<file path="config.mk">
export PLATFORM = sky130hd
export DESIGN_NAME = flash_wstat
export DESIGN_NICKNAME = d
export VERILOG_FILES = /design/src/rtl/flash_wstat_pkg.sv /design/src/rtl/flash_busy_timer.sv /design/src/rtl/flash_toggle_gen.sv /design/src/rtl/flash_status_mux.sv /design/src/rtl/flash_wstat.sv
export SDC_FILE = /design/constraint.sdc
export NUM_CORES = 1
export LEC_CHECK = 0
export BUFFER_PORTS_ARGS = -buffer_cell sky130_fd_sc_hd__buf_2
export CAP_MARGIN = 20
export CORE_UTILIZATION = 57
export CTS_BUF_LIST = sky130_fd_sc_hd__clkbuf_4 sky130_fd_sc_hd__clkbuf_8
export DETAILED_ROUTE_END_ITERATION = 8
export MAX_ROUTING_LAYER = met4
export PLACE_DENSITY = 0.86
export SYNTH_ARGS = -nofsm -noshare
export SYNTH_HDL_FRONTEND = slang
export SYNTH_HIERARCHICAL = 1
export SYNTH_SLANG_ARGS = --single-unit
</file>
<file path="constraint.sdc">
create_clock -name clk -period 2.9 [get_ports clk]
set_input_delay 0.435 -clock clk [delete_from_list [all_inputs] [get_ports clk]]
set_output_delay 0.435 -clock clk [all_outputs]
set_load 0.01 [all_outputs]
</file>
<file path="src/rtl/flash_wstat_pkg.sv">
package flash_wstat_pkg;

  typedef enum logic [1:0] {
    OP_PROG = 2'b00,
    OP_SECT = 2'b01,
    OP_BANK = 2'b10,
    OP_RSVD = 2'b11
  } wop_e;

  function automatic logic op_ok(input logic [1:0] op);
    return op != OP_RSVD;
  endfunction

  function automatic logic op_is_erase(input logic [1:0] op);
    return (op == OP_SECT) || (op == OP_BANK);
  endfunction

  // Cycle count selected for an operation code
  function automatic int unsigned dur_of(input logic [1:0] op,
                                         input int unsigned p_cyc,
                                         input int unsigned s_cyc,
                                         input int unsigned b_cyc);
    case (op)
      OP_PROG: return p_cyc;
      OP_SECT: return s_cyc;
      default: return b_cyc;
    endcase
  endfunction

  // Polling bit value while the bank is busy
  function automatic logic poll_bit(input logic [1:0] op, input logic data_msb);
    return op_is_erase(op) ? 1'b0 : ~data_msb;
  endfunction

endpackage

</file>
<file path="src/rtl/flash_busy_timer.sv">
module flash_busy_timer
  import flash_wstat_pkg::*;
#(
  parameter int unsigned CNT_W    = 8,
  parameter int unsigned PROG_CYC = 20,
  parameter int unsigned SECT_CYC = 60,
  parameter int unsigned BANK_CYC = 150
) (
  input  logic             clk,
  input  logic             rst_n,
  input  logic             launch,
  input  logic [1:0]       op,
  output logic             busy,
  output logic [CNT_W-1:0] cnt
);

  logic [CNT_W-1:0] load_val;

  always_comb load_val = CNT_W'(dur_of(op, PROG_CYC, SECT_CYC, BANK_CYC));

  always_ff @(posedge clk or negedge rst_n) begin
    if (!rst_n) begin
      busy <= 1'b0;
      cnt  <= '0;
    end else if (!busy) begin
      if (launch) begin
        busy <= 1'b1;
        cnt  <= load_val;
      end
    end else if (cnt == '0) begin
      busy <= 1'b0;
    end else begin
      cnt <= cnt - 1'b1;
    end
  end

endmodule

</file>
<file path="src/rtl/flash_toggle_gen.sv">
module flash_toggle_gen (
  input  logic clk,
  input  logic rst_n,
  input  logic busy,
  input  logic rd_stb,
  output logic tog
);

  always_ff @(posedge clk or negedge rst_n) begin
    if (!rst_n)      tog <= 1'b0;
    else if (!busy)  tog <= 1'b0;
    else if (rd_stb) tog <= ~tog;
  end

endmodule

</file>
<file path="src/rtl/flash_status_mux.sv">
module flash_status_mux
  import flash_wstat_pkg::*;
#(
  parameter int unsigned DATA_W = 8
) (
  input  logic              busy,
  input  logic [1:0]        op_q,
  input  logic [DATA_W-1:0] byte_q,
  input  logic              tog,
  input  logic [DATA_W-1:0] array_d,
  output logic [DATA_W-1:0] rd_byte
);

  localparam int unsigned POLL_IDX = DATA_W - 1;
  localparam int unsigned TOG_IDX  = DATA_W - 2;

  always_comb begin
    rd_byte = array_d;
    if (busy) begin
      rd_byte[POLL_IDX] = poll_bit(op_q, byte_q[POLL_IDX]);
      rd_byte[TOG_IDX]  = tog;
    end
  end

endmodule

</file>
<file path="src/rtl/flash_wstat.sv">
module flash_wstat
  import flash_wstat_pkg::*;
#(
  parameter int unsigned DATA_W   = 8,
  parameter int unsigned PROG_CYC = 20,
  parameter int unsigned SECT_CYC = 60,
  parameter int unsigned BANK_CYC = 150
) (
  input  logic              clk,
  input  logic              rst_n,
  input  logic              start_i,
  input  logic [1:0]        op_i,
  input  logic [DATA_W-1:0] wbyte_i,
  input  logic [DATA_W-1:0] array_i,
  input  logic              rd_stb_i,
  output logic [DATA_W-1:0] rd_byte_o,
  output logic              busy_o
);

  localparam int unsigned MAX_A = (PROG_CYC > SECT_CYC) ? PROG_CYC : SECT_CYC;
  localparam int unsigned MAX_D = (MAX_A > BANK_CYC) ? MAX_A : BANK_CYC;
  localparam int unsigned CNT_W = $clog2(MAX_D + 1);

  // Named internal events, also observed by the checker
  logic              busy;
  logic              launch_evt;
  logic [CNT_W-1:0]  cnt;
  logic              tog;
  logic [1:0]        op_q;
  logic [DATA_W-1:0] byte_q;

  assign launch_evt = start_i && !busy && op_ok(op_i);

  flash_busy_timer #(
    .CNT_W(CNT_W), .PROG_CYC(PROG_CYC), .SECT_CYC(SECT_CYC), .BANK_CYC(BANK_CYC)
  ) u_timer (
    .clk(clk), .rst_n(rst_n), .launch(launch_evt), .op(op_i),
    .busy(busy), .cnt(cnt)
  );

  always_ff @(posedge clk or negedge rst_n) begin
    if (!rst_n) begin
      op_q   <= OP_PROG;
      byte_q <= '0;
    end else if (launch_evt) begin
      op_q   <= op_i;
      byte_q <= wbyte_i;
    end
  end

  flash_toggle_gen u_tog (
    .clk(clk), .rst_n(rst_n), .busy(busy), .rd_stb(rd_stb_i), .tog(tog)
  );

  flash_status_mux #(.DATA_W(DATA_W)) u_mux (
    .busy(busy), .op_q(op_q), .byte_q(byte_q), .tog(tog),
    .array_d(array_i), .rd_byte(rd_byte_o)
  );

  assign busy_o = busy;

endmodule

</file>
==> impl_metrics.tcl, run 1 <==
set metrics [dict create \
    outcome "completed" \
    num_antenna_cells 0 \
    core_area_um2 1330 \
    worstPathRequired_ps 3060 \
    cts_hold_buf 0 \
    period_needed_ps 2110 \
    p_clk_frac 0.146 \
    grt_pass1_wl_mm 2.26 \
    antenna_found_initial 0 \
    grt_max_degree 19 \
    path_max_fanout 18 \
    grt_usage 0.227 \
    area_growth_pct 5.24 \
    start_util 0.627 \
    dieHeight_um 40.3 \
    final_layout_size_suffix_gt1_frac 0.264 \
    maxClockFrequency_mhz 475 \
    postCtsSetupBuffers 0 \
    clk_pin_slew_worst_paths_ps 80 \
    numCtsBuffers 3 \
    gp_congestion 0.909 \
    ir_drop_uv 568 \
    cts_tree "yes" \
    setup_tns_ps 0 \
    skew_ps 2.79 \
    grt_overflow 0 \
    port-buffer-count 11 \
    cts.sinks 13 \
    insertion_delay_ps 280 \
    n_fill_cell 116 \
    syn_avg_cell_area_um2 9.95 \
    route.met2.wl_um 709 \
    pwr-share-comb 0.425 \
    wl_mm 1.55 \
    slew_headroom 0.655 \
    synthCells 84 \
    htreeDepth 1 \
    drc 0 \
    p_int_uw 514 \
    cp-start-kind "flop" \
    grt_pass1_vias 543 \
    final_nets 116 \
    p_leak_uw 0.000405 \
    max-clock-path-buffers 2 \
    wl_per_cell_um 14.7 \
    arrival_ps 2270 \
    hp-class "in2async" \
    synth_area_um2 836 \
    crit_type "reg2reg" \
    cts-root-buf "clkbuf_4" \
    io_pins 31 \
    powerDensity_nw_per_um2 961 \
    avgViaCountPerCell 5.89 \
    cts_resized 0 \
    maxSlewViolCount 0 \
    timing.final.crit_share 0.726 \
    met3RoutedLength_um 106 \
    hold-worst-slack_ps 27.0 \
    postRouteAntennaNets 0 \
    final_common_cell "dfrtp_1" \
    cap_viol_max_count 0 \
    mostFrequentLayoutCells "dfrtp_1, nor2_1, buf_2" \
    syn-num-nets 108 \
    swShare 0.392 \
    routed.top_layer "met4" \
    power_switching_uw 331 \
    pwr-share-seq 0.429 \
    drt-initial-drc-count 14 \
    end_kind "flop" \
    synth.yosys.warnings 6 \
    hpwl_mm 1.12 \
    setup-violations-final 0 \
    dieArea_um2 1620 \
    wl_met1_um 720 \
    rows 13 \
    via_count 624 \
    die_w_um 40.3 \
    final_util 0.659 \
    finalHoldViolations 0 \
    worst_pin_slew_ps 518 \
    rsz0062_at_grt "no" \
    drt_pass1_iterations 4 \
]
==> flip-flops by register name, summed over array words and instances (netlist names) <==
register,flops
byte_q,1
op_q,2
u_timer/busy,1
u_timer/cnt,8
u_tog/tog,1
==> through the flow <==
stage / instances / power, uW / setup slack (ps) / area [um^2]
floorplan: 84 / 635 / 1120 / 836
global placement: 102 / 699 / 841 / 850
detailed placement: 102 / 723 / 841 / 850
CTS: 106 / 845 / 808 / 880
global route: 106 / 904 / 676 / 880
finish: 106 / 846 / 794 / 880
==> layout make-up <==
cell class | count | area [um^2] | share of cell area
Clock buffer | 4 | 30.0 | 0.0341
Inverter | 6 | 22.5 | 0.0256
Multi-Input combinational cell | 57 | 428 | 0.486
Sequential cell | 13 | 325 | 0.370
Tap cell | 15 | 18.8 | 0.0213
Timing Repair Buffer | 11 | 55.1 | 0.0626
==> worst max-delay path: stages, from the launching register on <==
cell and delay [ps]:
dfrtp_1 570, nand2b_4 250, a21o_1 190, inv_1 170, nor2_1 110, a21oi_1 390
and4_1 250, o21ai_1 60
==> per-layer routing <==
layer	up-vias	track usage
li1	303	-
met5	-	-
met1	293	0.262
met3	4	0.0556
met4	0	0.117
met2	24	0.363
==> worst paths after layout <==
kind,slack (ps),to,start,cells after the start
hold reg to reg,510,op_q[0],op_q[0],1
hold / removal,30,u_tog/tog,rst_n,1
setup / recovery,790,u_timer/cnt[4],u_timer/busy,7
max in group asynchronous,2650,u_timer/cnt[1],rst_n,1
setup reg to reg,790,u_timer/cnt[4],u_timer/busy,7
min in group clk,390,byte_q[7],wbyte_i[7],2
==> power groups by stage <==
stage	Combinational (uW)	Sequential [uW]	Clock (uW)
floorplan	297	338	0
global placement	341	358	0
detailed placement	357	366	0
CTS	359	362	125
global route	397	373	135
finish	359	363	123
Note: power is estimated with default switching activity, not from simulation.
==> run 2: changes to the inputs <==
Settings changed: ABC_AREA from default to 1, CORE_UTILIZATION 57 to 54, PLACE_DENSITY 0.86 to 0.82.
Clock period 2.9 ns to 2 ns, I/O delays scaled along.
==> impl_metrics.tcl, run 2 <==
set metrics [dict create \
    outcome "completed" \
    die_w_um 42.7 \
    syn-num-nets 148 \
    rsz0062_at_grt "no" \
    htreeDepth 1 \
    clk_pin_slew_worst_paths_ps 80 \
    period_needed_ps 1510 \
    largest_register_ffs 8 \
    reg.largest.list "u_timer/cnt (8), op_q (2)" \
    final_layout_size_suffix_gt1_frac 0.214 \
    cts.sinks 13 \
    drt-initial-drc-count 15 \
    max-clock-path-buffers 2 \
    rrSetupSlack_ps 490 \
    core_area_um2 1520 \
    dieHeight_um 42.7 \
    num_antenna_cells 0 \
    postRouteAntennaNets 0 \
    timing.final.crit_share 0.753 \
    grt_pass1_wl_mm 2.90 \
    grt_pass1_vias 701 \
    numCtsBuffers 3 \
    swShare 0.218 \
    p_int_uw 369 \
    finalHoldViolations 0 \
    skew_ps 3.65 \
    drt_pass1_iterations 4 \
    hpwl_mm 1.23 \
    hp-class "in2reg" \
    syn_avg_cell_area_um2 7.22 \
    synthCells 124 \
    worst_pin_slew_ps 304 \
    setup-violations-final 0 \
    worstPathRequired_ps 2170 \
    p_clk_frac 0.371 \
    grt_usage 0.218 \
    grt_overflow 0 \
    gp_congestion 0.876 \
    grt_max_degree 14 \
    path_max_fanout 9 \
    cts_tree "yes" \
    mostFrequentLayoutCells "nand2_1, inv_1, dfrtp_1" \
    setup_tns_ps 0 \
    cap_viol_max_count 0 \
    drc 0 \
    wl_per_cell_um 10.9 \
    synth_area_um2 896 \
    rows 14 \
    powerDensity_nw_per_um2 502 \
    final_common_cell "nand2_1" \
    crit_type "reg2reg" \
    stdcell_area_um2 940 \
    pwr-share-comb 0.062 \
    top_register "u_timer/cnt" \
    dpl-instance-area_um2 900 \
    ir_drop_uv 373 \
    end_kind "flop" \
    final_nets 156 \
    maxClockFrequency_mhz 664 \
    insertion_delay_ps 270 \
    start_util 0.588 \
    cts-root-buf "clkbuf_4" \
    postCtsSetupBuffers 0 \
    total_power_uw 472 \
    io_pins 31 \
    cp-start-kind "flop" \
    pwr-share-seq 0.567 \
    antenna_found_initial 0 \
    avgViaCountPerCell 5.17 \
    p_leak_uw 0.000497 \
    arrival_ps 1670 \
    port-buffer-count 11 \
    wl_mm 1.60 \
    area_growth_pct 4.89 \
    slew_headroom 0.797 \
    maxSlewViolCount 0 \
    via_count 760 \
    dieArea_um2 1830 \
    synth.yosys.warnings 6 \
    power_switching_uw 103 \
]
[run 2: critical path, cell delays in order, from the launching register on]
cell	delay [ps]
dfrtp_1	420
inv_1	140
ha_1	160
nand2_1	90
o21ai_4	290
nand2_4	140
nand2_1	90
o21ai_1	50
[run 2: path summary, 6_finish.rpt]
path                           startpoint        endpoint  cells after the start
hold reg to reg                 byte_q[7]       byte_q[7]                      2
hold / removal                   rd_stb_i       u_tog/tog                      4
setup reg to reg           u_timer/cnt[0]  u_timer/cnt[3]                      7
setup / recovery           u_timer/cnt[0]  u_timer/cnt[3]                      7
min in group asynchronous           rst_n  u_timer/cnt[6]                      2
max in group asynchronous           rst_n         op_q[0]                      2
[run 2: routing by layer]
metal  global-route usage  share of wire  vias to the layer above
met1                0.275           0.45                      350
li1                     -              -                      395
met3               0.0255          0.031                        4
met4                0.113          0.016                        0
met5                    -              0                        -
met2                0.345           0.50                       11
[run 2: layout make-up]
cell class | instances | area (um^2)
well taps | 16 | 20.0
flip-flops and latches | 13 | 325
multi-input cells | 85 | 432
fillers | 145 | 584
clock buffers | 4 | 30.0
inverters | 16 | 60.1
repair buffers | 13 | 72.6
[run 2: power by group through the flow]
| stage | clock network [uW] | registers, uW | logic, uW |
|---|---|---|---|
| finish | 175 | 268 | 29.1 |
| global route | 191 | 268 | 33.0 |
| CTS | 180 | 268 | 29.9 |
| detailed placement | 0 | 273 | 28.4 |
| global placement | 0 | 273 | 27.3 |
| floorplan | 0 | 273 | 24.9 |
[run 2: through the flow]
step	setup slack [ps]	hold slack, ps	instances	utilization
floorplan	580	4.41	124	-
global placement	560	197	142	0.590
detailed placement	506	202	142	0.590
CTS	488	266	147	0.617
global route	365	282	147	0.617
finish	494	270	147	0.617
[run 2: what timing repair did]
item	4_1_cts	5_1_grt
hold endpoints to repair	13	0
resized for setup	0	0
hold buffers	1	0
==> run 3: changes to the inputs <==
Settings changed: CORE_UTILIZATION 54 to 49, PLACE_DENSITY 0.82 to 0.78.
Clock period 2 ns to 1.3 ns, I/O delays scaled along.
==> impl_metrics.tcl, run 3 (synthesis results as in run 2) <==
set metrics [dict create \
    outcome "finished, violations left" \
    mostFrequentLayoutCells "nand2_1, buf_4, dfrtp_1" \
    htreeDepth 1 \
    layout.cells.non_filler 176 \
    drc 0 \
    via_count 895 \
    die_w_um 44.8 \
    crit_type "reg2reg" \
    grt_overflow 0 \
    critPathSlowestCell "dfrtp_1" \
    antenna_found_initial 0 \
    hp-class "in2reg" \
    grt_pass1_vias 759 \
    io_pins 31 \
    rows 15 \
    hpwl_mm 1.34 \
    gp_congestion 0.835 \
    grt_util_met1 0.255 \
    final_nets 176 \
    worst_path_most_repeated_cell "nand2_1" \
    slowest_delay_ps 410 \
    rsz0062_at_grt "yes" \
    setup_tns_ps -267 \
    grt_usage 0.227 \
    area_growth_pct 33.5 \
    p_leak_uw 0.000610 \
    dp.cells 159 \
    final_common_cell "nand2_1" \
    insertion_delay_ps 290 \
    reg.largest.list "u_timer/cnt (8), op_q (2)" \
    final_util 0.693 \
    final_layout_size_suffix_gt1_frac 0.417 \
    finalHoldViolations 0 \
    period_needed_ps 1360 \
    clk_pin_slew_worst_paths_ps 90 \
    cts-root-buf "clkbuf_4" \
    wl_mm 2.38 \
    grtUsageMet3 0.0400 \
    cap_viol_max_count 0 \
    grt_busiest_layer "met2" \
    timing.final.crit_share 1.05 \
    maxClockFrequency_mhz 734 \
    setup_slack_ps -62.2 \
    grt_pass1_wl_mm 3.09 \
    total_power_uw 744 \
    worstPathRequired_ps 1540 \
    worst_pin_slew_ps 307 \
    ir_drop_uv 756 \
    grt_max_degree 14 \
    cts.sinks 13 \
    num_antenna_cells 0 \
    powerDensity_nw_per_um2 622 \
    cp-start-kind "flop" \
    skew_ps 7.74 \
    end_kind "flop" \
    avgViaCountPerCell 5.09 \
    largest_register_ffs 8 \
    dieHeight_um 44.8 \
    cts_tree "yes" \
    numCtsBuffers 3 \
    dieArea_um2 2000 \
    start_util 0.519 \
    path_max_fanout 3 \
    drt-initial-drc-count 41 \
    postRouteAntennaNets 0 \
    arrival_ps 1600 \
    gr-usage-met2 0.356 \
    top_register "u_timer/cnt" \
    violations "negative setup slack" \
    port-buffer-count 11 \
    setup-violations-final 9 \
    drt_pass1_iterations 4 \
    crit_chain "buf_4, inv_1, nand2_1, nor2_1, nand2_1, nand2_1, nand3_1, nand2_1, nand2_1, inv_1" \
    max-clock-path-buffers 2 \
    core_area_um2 1730 \
    n_fill_cell 142 \
    maxSlewViolCount 0 \
    wl_per_cell_um 13.5 \
    slew_headroom 0.796 \
]
[run 3: stage by stage]
step | setup WS, ps | area [um^2] | hold WS (ps)
6_report | -62.2 | 1200 | 152
2_1_floorplan | 20.8 | 900 | -101
4_1_cts | -39.0 | 1080 | 152
5_1_grt | -136 | 1200 | 163
3_3_place_gp | -20.4 | 975 | 94.2
3_5_place_dp | -53.7 | 975 | 99.0
[run 3: final cells by class]
type,instances,area (um^2),area share
well taps,25,31.3,0.0262
clock buffers,4,30.0,0.0251
inverters,16,65.1,0.0544
multi-input cells,86,509,0.426
flip-flops and latches,13,327,0.273
repair buffers,32,234,0.196
[run 3: per-layer routing]
layer  part of all wire  up-vias
li1                   -      439
met3              0.035        8
met2               0.52       28
met4              0.036        0
met1               0.41      420
met5                  0        -
[run 3: final timing paths]
check,depth (start not counted),slack (ps),startpoint,to
max in group asynchronous,2,720,rst_n,u_timer/busy
min in group asynchronous,2,320,rst_n,u_timer/cnt[6]
setup / recovery,10,-60,u_timer/cnt[6],u_timer/cnt[7]
hold reg to reg,2,500,op_q[1],op_q[1]
setup reg to reg,10,-60,u_timer/cnt[6],u_timer/cnt[7]
hold / removal,4,150,rd_stb_i,u_tog/tog
[run 3: report_power, final]
group / internal, uW / switching [uW] / total (uW) / leakage [uW]
registers: 409 / 3.02 / 412 / 0.000143
logic: 19.5 / 28.5 / 48.0 / 0.000449
clock network: 140 / 144 / 284 / 0.0000184
[run 3: timing repair]
| item | in CTS | in global routing |
|---|---|---|
| cloned | 1 | 0 |
| pin swaps | 8 | 11 |
| buffers inserted | 3 | 8 |
| setup endpoints to repair | 8 | 11 |
| gates resized for setup | 13 | 14 |
| endpoints found under the hold margin | 13 | 0 |
| hold buffers | 1 | 0 |
[run 3: critical path, delay by kind of cell, from the launching register on]
kind | cells | cell delay, ps
DFF | 1 | 410
buffers and inverters | 3 | 290
and+or+nand+nor | 7 | 620
